===== src/rtl/scl_gen_pkg.sv =====
package scl_gen_pkg;

   typedef enum logic [1:0] {
      SEL_CTRL     = 2'd0,
      SEL_PRESCALE = 2'd1,
      SEL_LOW      = 2'd2,
      SEL_HIGH     = 2'd3
   } sel_e;

   localparam int unsigned PAD_W = 3;

   // Fixed padding added to each phase, picked from the prescaler value.
   function automatic logic [PAD_W-1:0] pad_of(input logic psc_is_zero,
                                               input logic psc_is_one);
      if (psc_is_zero)     return 3'd7;
      else if (psc_is_one) return 3'd6;
      else                 return 3'd5;
   endfunction

endpackage


===== src/rtl/scl_regs.sv =====
module scl_regs #(
   parameter int unsigned DATA_W = 16
) (
   input  logic              clk,
   input  logic              rst_n,
   input  logic              wr_en,
   input  logic [1:0]        wr_sel,
   input  logic [DATA_W-1:0] wr_data,
   output logic              run,
   output logic [DATA_W-1:0] prescale,
   output logic [DATA_W-1:0] low_cnt,
   output logic [DATA_W-1:0] high_cnt
);
   import scl_gen_pkg::*;

   localparam int unsigned NUM_DIV = 3;

   logic [DATA_W-1:0] div_q [NUM_DIV];

   always_ff @(posedge clk or negedge rst_n) begin
      if (!rst_n)                            run <= 1'b0;
      else if (wr_en && wr_sel == SEL_CTRL)  run <= wr_data[0];
   end

   for (genvar g = 0; g < NUM_DIV; g++) begin : g_div
      always_ff @(posedge clk or negedge rst_n) begin
         if (!rst_n)                               div_q[g] <= '0;
         else if (wr_en && wr_sel == 2'(g + 1))    div_q[g] <= wr_data;
      end
   end

   assign prescale = div_q[0];
   assign low_cnt  = div_q[1];
   assign high_cnt = div_q[2];
endmodule


===== src/rtl/scl_prescale.sv =====
module scl_prescale #(
   parameter int unsigned DATA_W      = 16,
   parameter bit          PRESCALE_EN = 1'b1
) (
   input  logic              clk,
   input  logic              rst_n,
   input  logic              active,
   input  logic [DATA_W-1:0] div,
   output logic              mod_tick
);
   if (PRESCALE_EN) begin : g_div
      logic [DATA_W-1:0] cnt_q;
      logic              wrap;

      assign wrap     = (cnt_q == div);
      assign mod_tick = active && wrap;

      always_ff @(posedge clk or negedge rst_n) begin
         if (!rst_n)               cnt_q <= '0;
         else if (!active || wrap) cnt_q <= '0;
         else                      cnt_q <= cnt_q + 1'b1;
      end
   end else begin : g_bypass
      logic unused_div;
      assign unused_div = ^div;
      assign mod_tick   = active;
   end
endmodule


===== src/rtl/scl_phase.sv =====
module scl_phase #(
   parameter int unsigned DATA_W = 16,
   localparam int unsigned CNT_W = DATA_W + 1
) (
   input  logic              clk,
   input  logic              rst_n,
   input  logic              run,
   input  logic              mod_tick,
   input  logic [DATA_W-1:0] psc_in,
   input  logic [DATA_W-1:0] low_in,
   input  logic [DATA_W-1:0] high_in,
   output logic [DATA_W-1:0] psc_act,
   output logic              active,
   output logic              scl,
   output logic              phase_tick
);
   import scl_gen_pkg::*;

   logic [CNT_W-1:0]  cnt_q, cnt_nxt;
   logic [DATA_W-1:0] high_s;
   logic [PAD_W-1:0]  pad_s, pad_in;
   logic              scl_nxt, act_nxt, latch;

   assign pad_in = pad_of(psc_in == '0, psc_in == DATA_W'(1));

   always_comb begin
      scl_nxt = scl;
      cnt_nxt = cnt_q;
      act_nxt = active;
      latch   = 1'b0;
      if (!run) begin
         scl_nxt = 1'b1;
         cnt_nxt = '0;
         act_nxt = 1'b0;
      end else if (!active || (mod_tick && cnt_q == '0 && scl)) begin
         latch   = 1'b1;
         scl_nxt = 1'b0;
         act_nxt = 1'b1;
         cnt_nxt = CNT_W'(low_in) + CNT_W'(pad_in) - CNT_W'(1);
      end else if (mod_tick) begin
         if (cnt_q == '0) begin
            scl_nxt = 1'b1;
            cnt_nxt = CNT_W'(high_s) + CNT_W'(pad_s) - CNT_W'(1);
         end else begin
            cnt_nxt = cnt_q - 1'b1;
         end
      end
   end

   always_ff @(posedge clk or negedge rst_n) begin
      if (!rst_n) begin
         cnt_q      <= '0;
         scl        <= 1'b1;
         active     <= 1'b0;
         phase_tick <= 1'b0;
      end else begin
         cnt_q      <= cnt_nxt;
         scl        <= scl_nxt;
         active     <= act_nxt;
         phase_tick <= (scl_nxt != scl);
      end
   end

   always_ff @(posedge clk or negedge rst_n) begin
      if (!rst_n) begin
         high_s  <= '0;
         psc_act <= '0;
         pad_s   <= 3'd7;
      end else if (latch) begin
         high_s  <= high_in;
         psc_act <= psc_in;
         pad_s   <= pad_in;
      end
   end
endmodule


===== src/rtl/scl_clkgen.sv =====
module scl_clkgen #(
   parameter int unsigned DATA_W      = 16,
   parameter bit          PRESCALE_EN = 1'b1
) (
   input  logic              clk,
   input  logic              rst_n,
   input  logic              wr_en,
   input  logic [1:0]        wr_sel,
   input  logic [DATA_W-1:0] wr_data,
   output logic              scl_o,
   output logic              phase_tick_o
);
   if (DATA_W < 3 || DATA_W > 31) begin : g_bad_width
      $error("scl_clkgen: DATA_W must lie in 3..31");
   end

   logic              run_q, active, mod_tick;
   logic [DATA_W-1:0] psc_reg, low_reg, high_reg, psc_act;

   scl_regs #(.DATA_W(DATA_W)) u_regs (
      .clk      (clk),
      .rst_n    (rst_n),
      .wr_en    (wr_en),
      .wr_sel   (wr_sel),
      .wr_data  (wr_data),
      .run      (run_q),
      .prescale (psc_reg),
      .low_cnt  (low_reg),
      .high_cnt (high_reg)
   );

   scl_prescale #(.DATA_W(DATA_W), .PRESCALE_EN(PRESCALE_EN)) u_presc (
      .clk      (clk),
      .rst_n    (rst_n),
      .active   (active),
      .div      (psc_act),
      .mod_tick (mod_tick)
   );

   scl_phase #(.DATA_W(DATA_W)) u_phase (
      .clk        (clk),
      .rst_n      (rst_n),
      .run        (run_q),
      .mod_tick   (mod_tick),
      .psc_in     (psc_reg),
      .low_in     (low_reg),
      .high_in    (high_reg),
      .psc_act    (psc_act),
      .active     (active),
      .scl        (scl_o),
      .phase_tick (phase_tick_o)
   );
endmodule


===== config.mk =====
export PLATFORM = sky130hd
export DESIGN_NAME = scl_clkgen
export DESIGN_NICKNAME = d
export VERILOG_FILES = /design/src/rtl/scl_gen_pkg.sv /design/src/rtl/scl_regs.sv /design/src/rtl/scl_prescale.sv /design/src/rtl/scl_phase.sv /design/src/rtl/scl_clkgen.sv
export SDC_FILE = /design/constraint.sdc
export NUM_CORES = 1
export LEC_CHECK = 0
export CORE_MARGIN = 10
export CORE_UTILIZATION = 48
export DETAILED_ROUTE_END_ITERATION = 8
export PLACE_DENSITY = 0.71
export SYNTH_ARGS = -nofsm -noshare
export SYNTH_HDL_FRONTEND = slang
export SYNTH_HIERARCHICAL = 1
export SYNTH_SLANG_ARGS = --single-unit
export TNS_END_PERCENT = 30

===== constraint.sdc =====
create_clock -name clk -period 3.2 [get_ports clk]
set_input_delay 0.64 -clock clk [delete_from_list [all_inputs] [get_ports clk]]
set_output_delay 0.64 -clock clk [all_outputs]
set_load 0.03 [all_outputs]

## Word level (Yosys, flattened, before mapping)

Index checks and enable logic that the tools add are counted.

| word-level totals | value |
|---|---|
| memory bits (read-only) | 0 |
| memories kept | 0 |
| memory bits (writable) | 0 |
| register bits | 120 |
| bits in latches | 0 |
| logic and storage cells | 54 |
| output and inout port bits | 2 |

| cells by class | value |
|---|---|
| bitwise gates (word level) | 0 |
| equal/unequal tests | 8 |
| muxes and demuxes | 15 |
| $lt $le $gt $ge | 0 |
| div/mod/pow operators | 0 |
| multipliers | 0 |
| add/sub/neg operators | 6 |
| reduce and logical (&&, ||, !) cells | 13 |
| shift operators | 0 |

Operators by type and width:

| kind | number |
|---|---|
| $mux 17 | 4 |
| $sub 17x1->17 const B | 3 |
| $add 16x3->17 | 2 |
| $logic_not 17->1 | 1 |
| $add 16x1->16 const B | 1 |
| $eq 16x1->1 const B | 1 |
| $eq 16x16->1 | 1 |
| $logic_not 16->1 | 1 |
| $mux 16 | 1 |
| $mux 1 | 8 |
| $logic_and 1x1->1 | 7 |
| $eq 2x2->1 const B | 2 |
| $mux 2 | 2 |
| $ne 3x1->1 const B | 1 |
| $eq 2x1->1 const B | 1 |
| $logic_not 2->1 | 1 |
| $logic_or 1x1->1 | 2 |
| $ne 2x1->1 const B | 1 |
| $logic_not 1->1 | 1 |
| $ne 1x1->1 | 1 |

## Longest topological paths before layout

| depth | value |
|---|---|
| word-level depth | 8 |
| mapped depth | 14 |
| depth with buffers taken out | 14 |

## Hierarchy

The synthesis kept the hierarchy.

Modules (own cells, without submodules):

| module | seq. area each (um^2) | area each (um^2) | instances | cells an instance |
|---|---|---|---|---|
| scl_phase | 1,355.0 | 3,454.6 | 1 | 418 |
| scl_regs | 1,226.2 | 1,989.4 | 1 | 105 |
| scl_prescale | 400.4 | 994.7 | 1 | 101 |

## Worst setup path after synthesis

No wires, ideal clock.

| timing path | value |
|---|---|
| path kind | register -> register |
| start point | reg u_regs.div_q (netlist bit u_regs/prescale[11]) |
| end point | reg u_phase.cnt_q[11] |
| stages on the path, launching flop included | 14 |
| path buffers | 0 |
| clock period less this slack | 2.649 ns |
| data required time | 3.123 ns |
| path slack | 0.551 ns |
| setup time | 0.077 ns |
| data arrival time | 2.572 ns |
| cells stage by stage | dfrtp_1 nor4_1 nand4_1 ha_1 inv_1 ha_1 inv_1 fa_1 nand4b_1 nor2_1 nand3_1 xor2_1 nand2b_1 a21oi_1 |

| on the way | value |
|---|---|
| cells in the longest elaborated chain, start to end | 7 |
| elaborated cells on any way between the ends | 8 |
| those cells by class | add/sub: 2; eq/ne: 1; mux: 4; reduce/logical: 1 |

RTL lines:

| what | line | text |
|---|---|---|
| from (decl) | scl_regs.sv:18 | `logic [DATA_W-1:0] div_q [NUM_DIV];` |
| from (signal, indexed assignment) | scl_regs.sv:28 | `else if (wr_en && wr_sel == 2'(g + 1)) div_q[g] <= wr_data;` |
| $eq 16x1->1 | scl_phase.sv:24 | `assign pad_in = pad_of(psc_in == '0, psc_in == DATA_W'(1));` |
| $mux 2 | scl_gen_pkg.sv:16 | `else if (psc_is_one) return 3'd6;` |
| $mux 2 * | scl_gen_pkg.sv:15 | `if (psc_is_zero) return 3'd7;` |
| $add 16x3->17 * | scl_phase.sv:39 | `cnt_nxt = CNT_W'(low_in) + CNT_W'(pad_in) - CNT_W'(1);` |
| $sub 17x1->17 * | scl_phase.sv:39 |  |
| $mux 17 * | scl_phase.sv:35 | `end else if (!active \|\| (mod_tick && cnt_q == '0 && scl)) begin` |
| $mux 17 * | scl_phase.sv:31 | `if (!run) begin` |
| to (signal assigned) | scl_phase.sv:57 | `cnt_q <= cnt_nxt;` |
| to (decl) | scl_phase.sv:19 | `logic [CNT_W-1:0] cnt_q, cnt_nxt;` |

Mark *: on every way between the ends. The rest lies on a longest branch, timed or not.
A chain may end at the register's enable or synchronous reset.

## Worst setup path after layout

Ends and elaborated chain as after synthesis.

==> out/results.ini <==
[logic_synthesis]
synth-seq-cells=119
synthFlopType=dfrtp_1
yosysSeqAreaShare=0.463
syn-cell-area_sq_mm=0.00644
synth_top_cell_by_area=dfrtp_1
synth_compound_area_frac=0.0748
yosysWarnings=6
synth_top_family_by_area=simple AND/OR/NAND/NOR gates
ys_async_sr_fraction=1.00
synthTopCellsByArea=dfrtp_1 (45%), mux2_4 (7.0%), nand2_1 (6.4%)
synthCells=624
muxShareOfSynthArea=0.108
post-synth-top-area-fraction=0.451
synth.distinct_cells=64
synthSimpleGateAreaFrac=0.205
synth_edf_count=0
avgSynthCellArea_sq_um=10.3
synth_fp_nets=657
synthAdderAreaFrac=0.0257
synth-xor-area-share=0.0843

[layout]
fillCellCount=1121
multi_input_area_sq_mm=0.00325
nets=688
final_util=0.565
antennaDiodeCount=0
regArea_sq_mm=0.00298
synthToLayoutAreaGrowth_pct=15.8
drive_above_1_share=0.178

[cts]
hold_buffers=0
cts_tree=yes
clk_latency_ns=0.41
clk_path_buf_depth=2
h-tree-depth=4
clock-sinks=119
numCtsBuffers=17
cts_root_buf=clkbuf_16
path_clk_slew_ns=0.05

[worst_setup_path]
cp_max_fo=3
cp-start-kind=flop
path_class=reg -> reg
r2r_cells=13
crit_arrival_ns=3.32
end_kind=flop
required_ns=3.53

[pwr]
switching_share=0.337
p_total_mw=5.83
leakage_nw=3.29
ir_drop_mv=0.500
switchingPower_mw=1.96
seqPwrFrac=0.404
clkPwrFrac=0.320
powerDensity_mw_per_mm2=782
pwr-share-comb=0.275
intPower_mw=3.87

[detailed_routing]
ant_nets=0
vias_per_cell=5.61
drt_iter0_markers=365
drt-wirelength-per-cell_microns=18.0
firstDrtPassIters=5
routed_wirelength_mm=15.2
vias=4732
drc=0

[floorplanning]
die_x_microns=136
die_area_sq_mm=0.0184
die_h_microns=136
core.rowCount=42
io_pins=23
coreArea_sq_mm=0.0132
start_util=0.488

[timing]
timing.hold.ws_ns=0.220
min_period_over_period=0.933
fin_ws_ns=0.215
slew_headroom=0.434
period_minus_slack_ns=2.99
setup_tns_ns=0
tightestPinTransition_ns=0.846
max_freq_ghz=0.335
hold_viol=0
slew_viol_final=0
clock_skew_ns=0.00933
setup_viol=0

[global_route]
grt_pass1_vias=4765
antenna_found_initial=0
overflow=0
grt_pass1_wl_mm=24.8
grt_max_degree=46
grt_use_total=0.171

[place]
io_buffers=22
pre_cts_ws_ns=0.0873
routabilityCongestion=0.942
hpwlAfterDp_mm=11.0

[outcome]
outcome=finished, final reports clean

[run]
max_cap_violations=0

[worst_hold_path]
hp-class=in -> async

[registers in the layout (all words and copies together), names as in the netlist]
name and count:
u_phase/phase_tick 1, u_phase/scl 1, u_regs/run 1, u_regs/prescale 16, u_presc/g_div.cnt_q 16, u_phase/active 1, u_phase/high_s 16, u_regs/high_cnt 16
u_phase/pad_s 2, u_phase/psc_act 16, u_phase/cnt_q 17, u_regs/low_cnt 16
[cell usage after synthesis (all sizes together) (3+ instances only)]
| cell type | number |
|---|---|
| clkbuf | 11 |
| nor2 | 50 |
| nand2 | 112 |
| or4 | 3 |
| mux2 | 50 |
| nand3 | 20 |
| inv | 27 |
| dfrtp | 116 |
| xnor2 | 47 |
| a31oi | 3 |
| nor3b | 3 |
| and4 | 3 |
| nor4 | 16 |
| o21ai | 27 |
| a21oi | 14 |
| o31ai | 3 |
| nand2b | 4 |
| dfstp | 3 |
| and3 | 4 |
| ha | 10 |
| nand4b | 3 |
| xor2 | 15 |
| nor4b | 4 |
| and2 | 3 |
| o22a | 8 |
| nand4 | 20 |
| buf | 12 |
| nor3 | 8 |
[cells in the final DEF (no fill, tap or decap), types with 7 or more instances in the layout]
cell type        instances
a21oi_1                 13
buf_4                   14
clkbuf_16               17
clkdlybuf4s50_1         21
dfrtp_1                116
ha_1                    10
inv_1                   27
mux2_2                  20
mux2_4                  30
nand2_1                110
nand3_1                 19
nand4_1                 18
nor2_1                  49
nor3_1                   7
nor4_1                  11
o21ai_0                 26
o22a_1                   8
xnor2_1                 47
xor2_1                  15
[metrics by stage]
stage	std cells	cell area, sq um
after CTS	842	7400
after detailed placement	811	6820
final	843	7460
after global placement	811	6820
after global routing	843	7460
after floorplan	624	6440
[power by group through the flow]
stage	clock network, mW	registers [mW]	logic (mW)
global placement	0	2.33	1.53
floorplan	0	2.24	1.20
detailed placement	0	2.36	1.57
finish	1.87	2.36	1.61
global route	1.98	2.42	1.77
CTS	1.90	2.34	1.59
[cells by family after synthesis]
| group | after synthesis |
|---|---|
| XOR/XNOR | 62 |
| AO/OA/AOI/OAI | 70 |
| buffers and inverters | 51 |
| adder cells (fa/ha/maj) | 12 |
| AND/OR/NAND/NOR | 258 |
| multiplexers | 52 |
| flip-flops | 119 |
[worst paths after layout]
check                                                startpoint  slack [ns]                               end
worst max register to register  u_regs/prescale[11]$_DFFE_PN0P_        0.21     u_phase/cnt_q[11]$_DFFE_PN0P_
worst min-delay path                                      rst_n        0.22  u_presc/g_div.cnt_q[1]$_DFF_PN0_
max in group asynchronous                                 rst_n        2.23   u_phase/psc_act[12]$_DFFE_PN0P_
worst max-delay path            u_regs/prescale[11]$_DFFE_PN0P_        0.21     u_phase/cnt_q[11]$_DFFE_PN0P_
worst min register to register  u_regs/high_cnt[11]$_DFFE_PN0P_        0.46    u_phase/high_s[11]$_DFFE_PN0P_
min in group clk                u_regs/high_cnt[11]$_DFFE_PN0P_        0.46    u_phase/high_s[11]$_DFFE_PN0P_
[cell type report]
cell class	count	area share
Clock buffer	24	0.0659
Timing Repair Buffer	35	0.0423
Clock inverter	7	0.0126
Inverter	28	0.0141
Multi-Input combinational cell	454	0.436
Sequential cell	119	0.400
Tap cell	176	0.0295
[per-layer routing]
layer	global-route usage	vias up	routed length, microns
li1	-	2221	-
met1	0.226	2330	6850
met2	0.263	157	7030
met3	0.0376	24	903
met4	0.0748	0	388
met5	0	-	0
[repair_timing]
item,CTS,global route
endpoints found under the setup margin,0,6
setup buffers,0,1
resized for setup,0,8
[worst max-delay path, stage by stage (launching register included)]
cell	delay (ns)
dfrtp_1	0.42
nor4_4	0.30
nand4_1	0.21
ha_1	0.33
inv_1	0.06
ha_1	0.17
inv_1	0.06
fa_2	0.36
nand4b_1	0.29
nor2_2	0.19
nand3_1	0.11
xor2_1	0.15
nand2b_1	0.14
a21oi_1	0.12
Power figures use the tool's default switching activity.
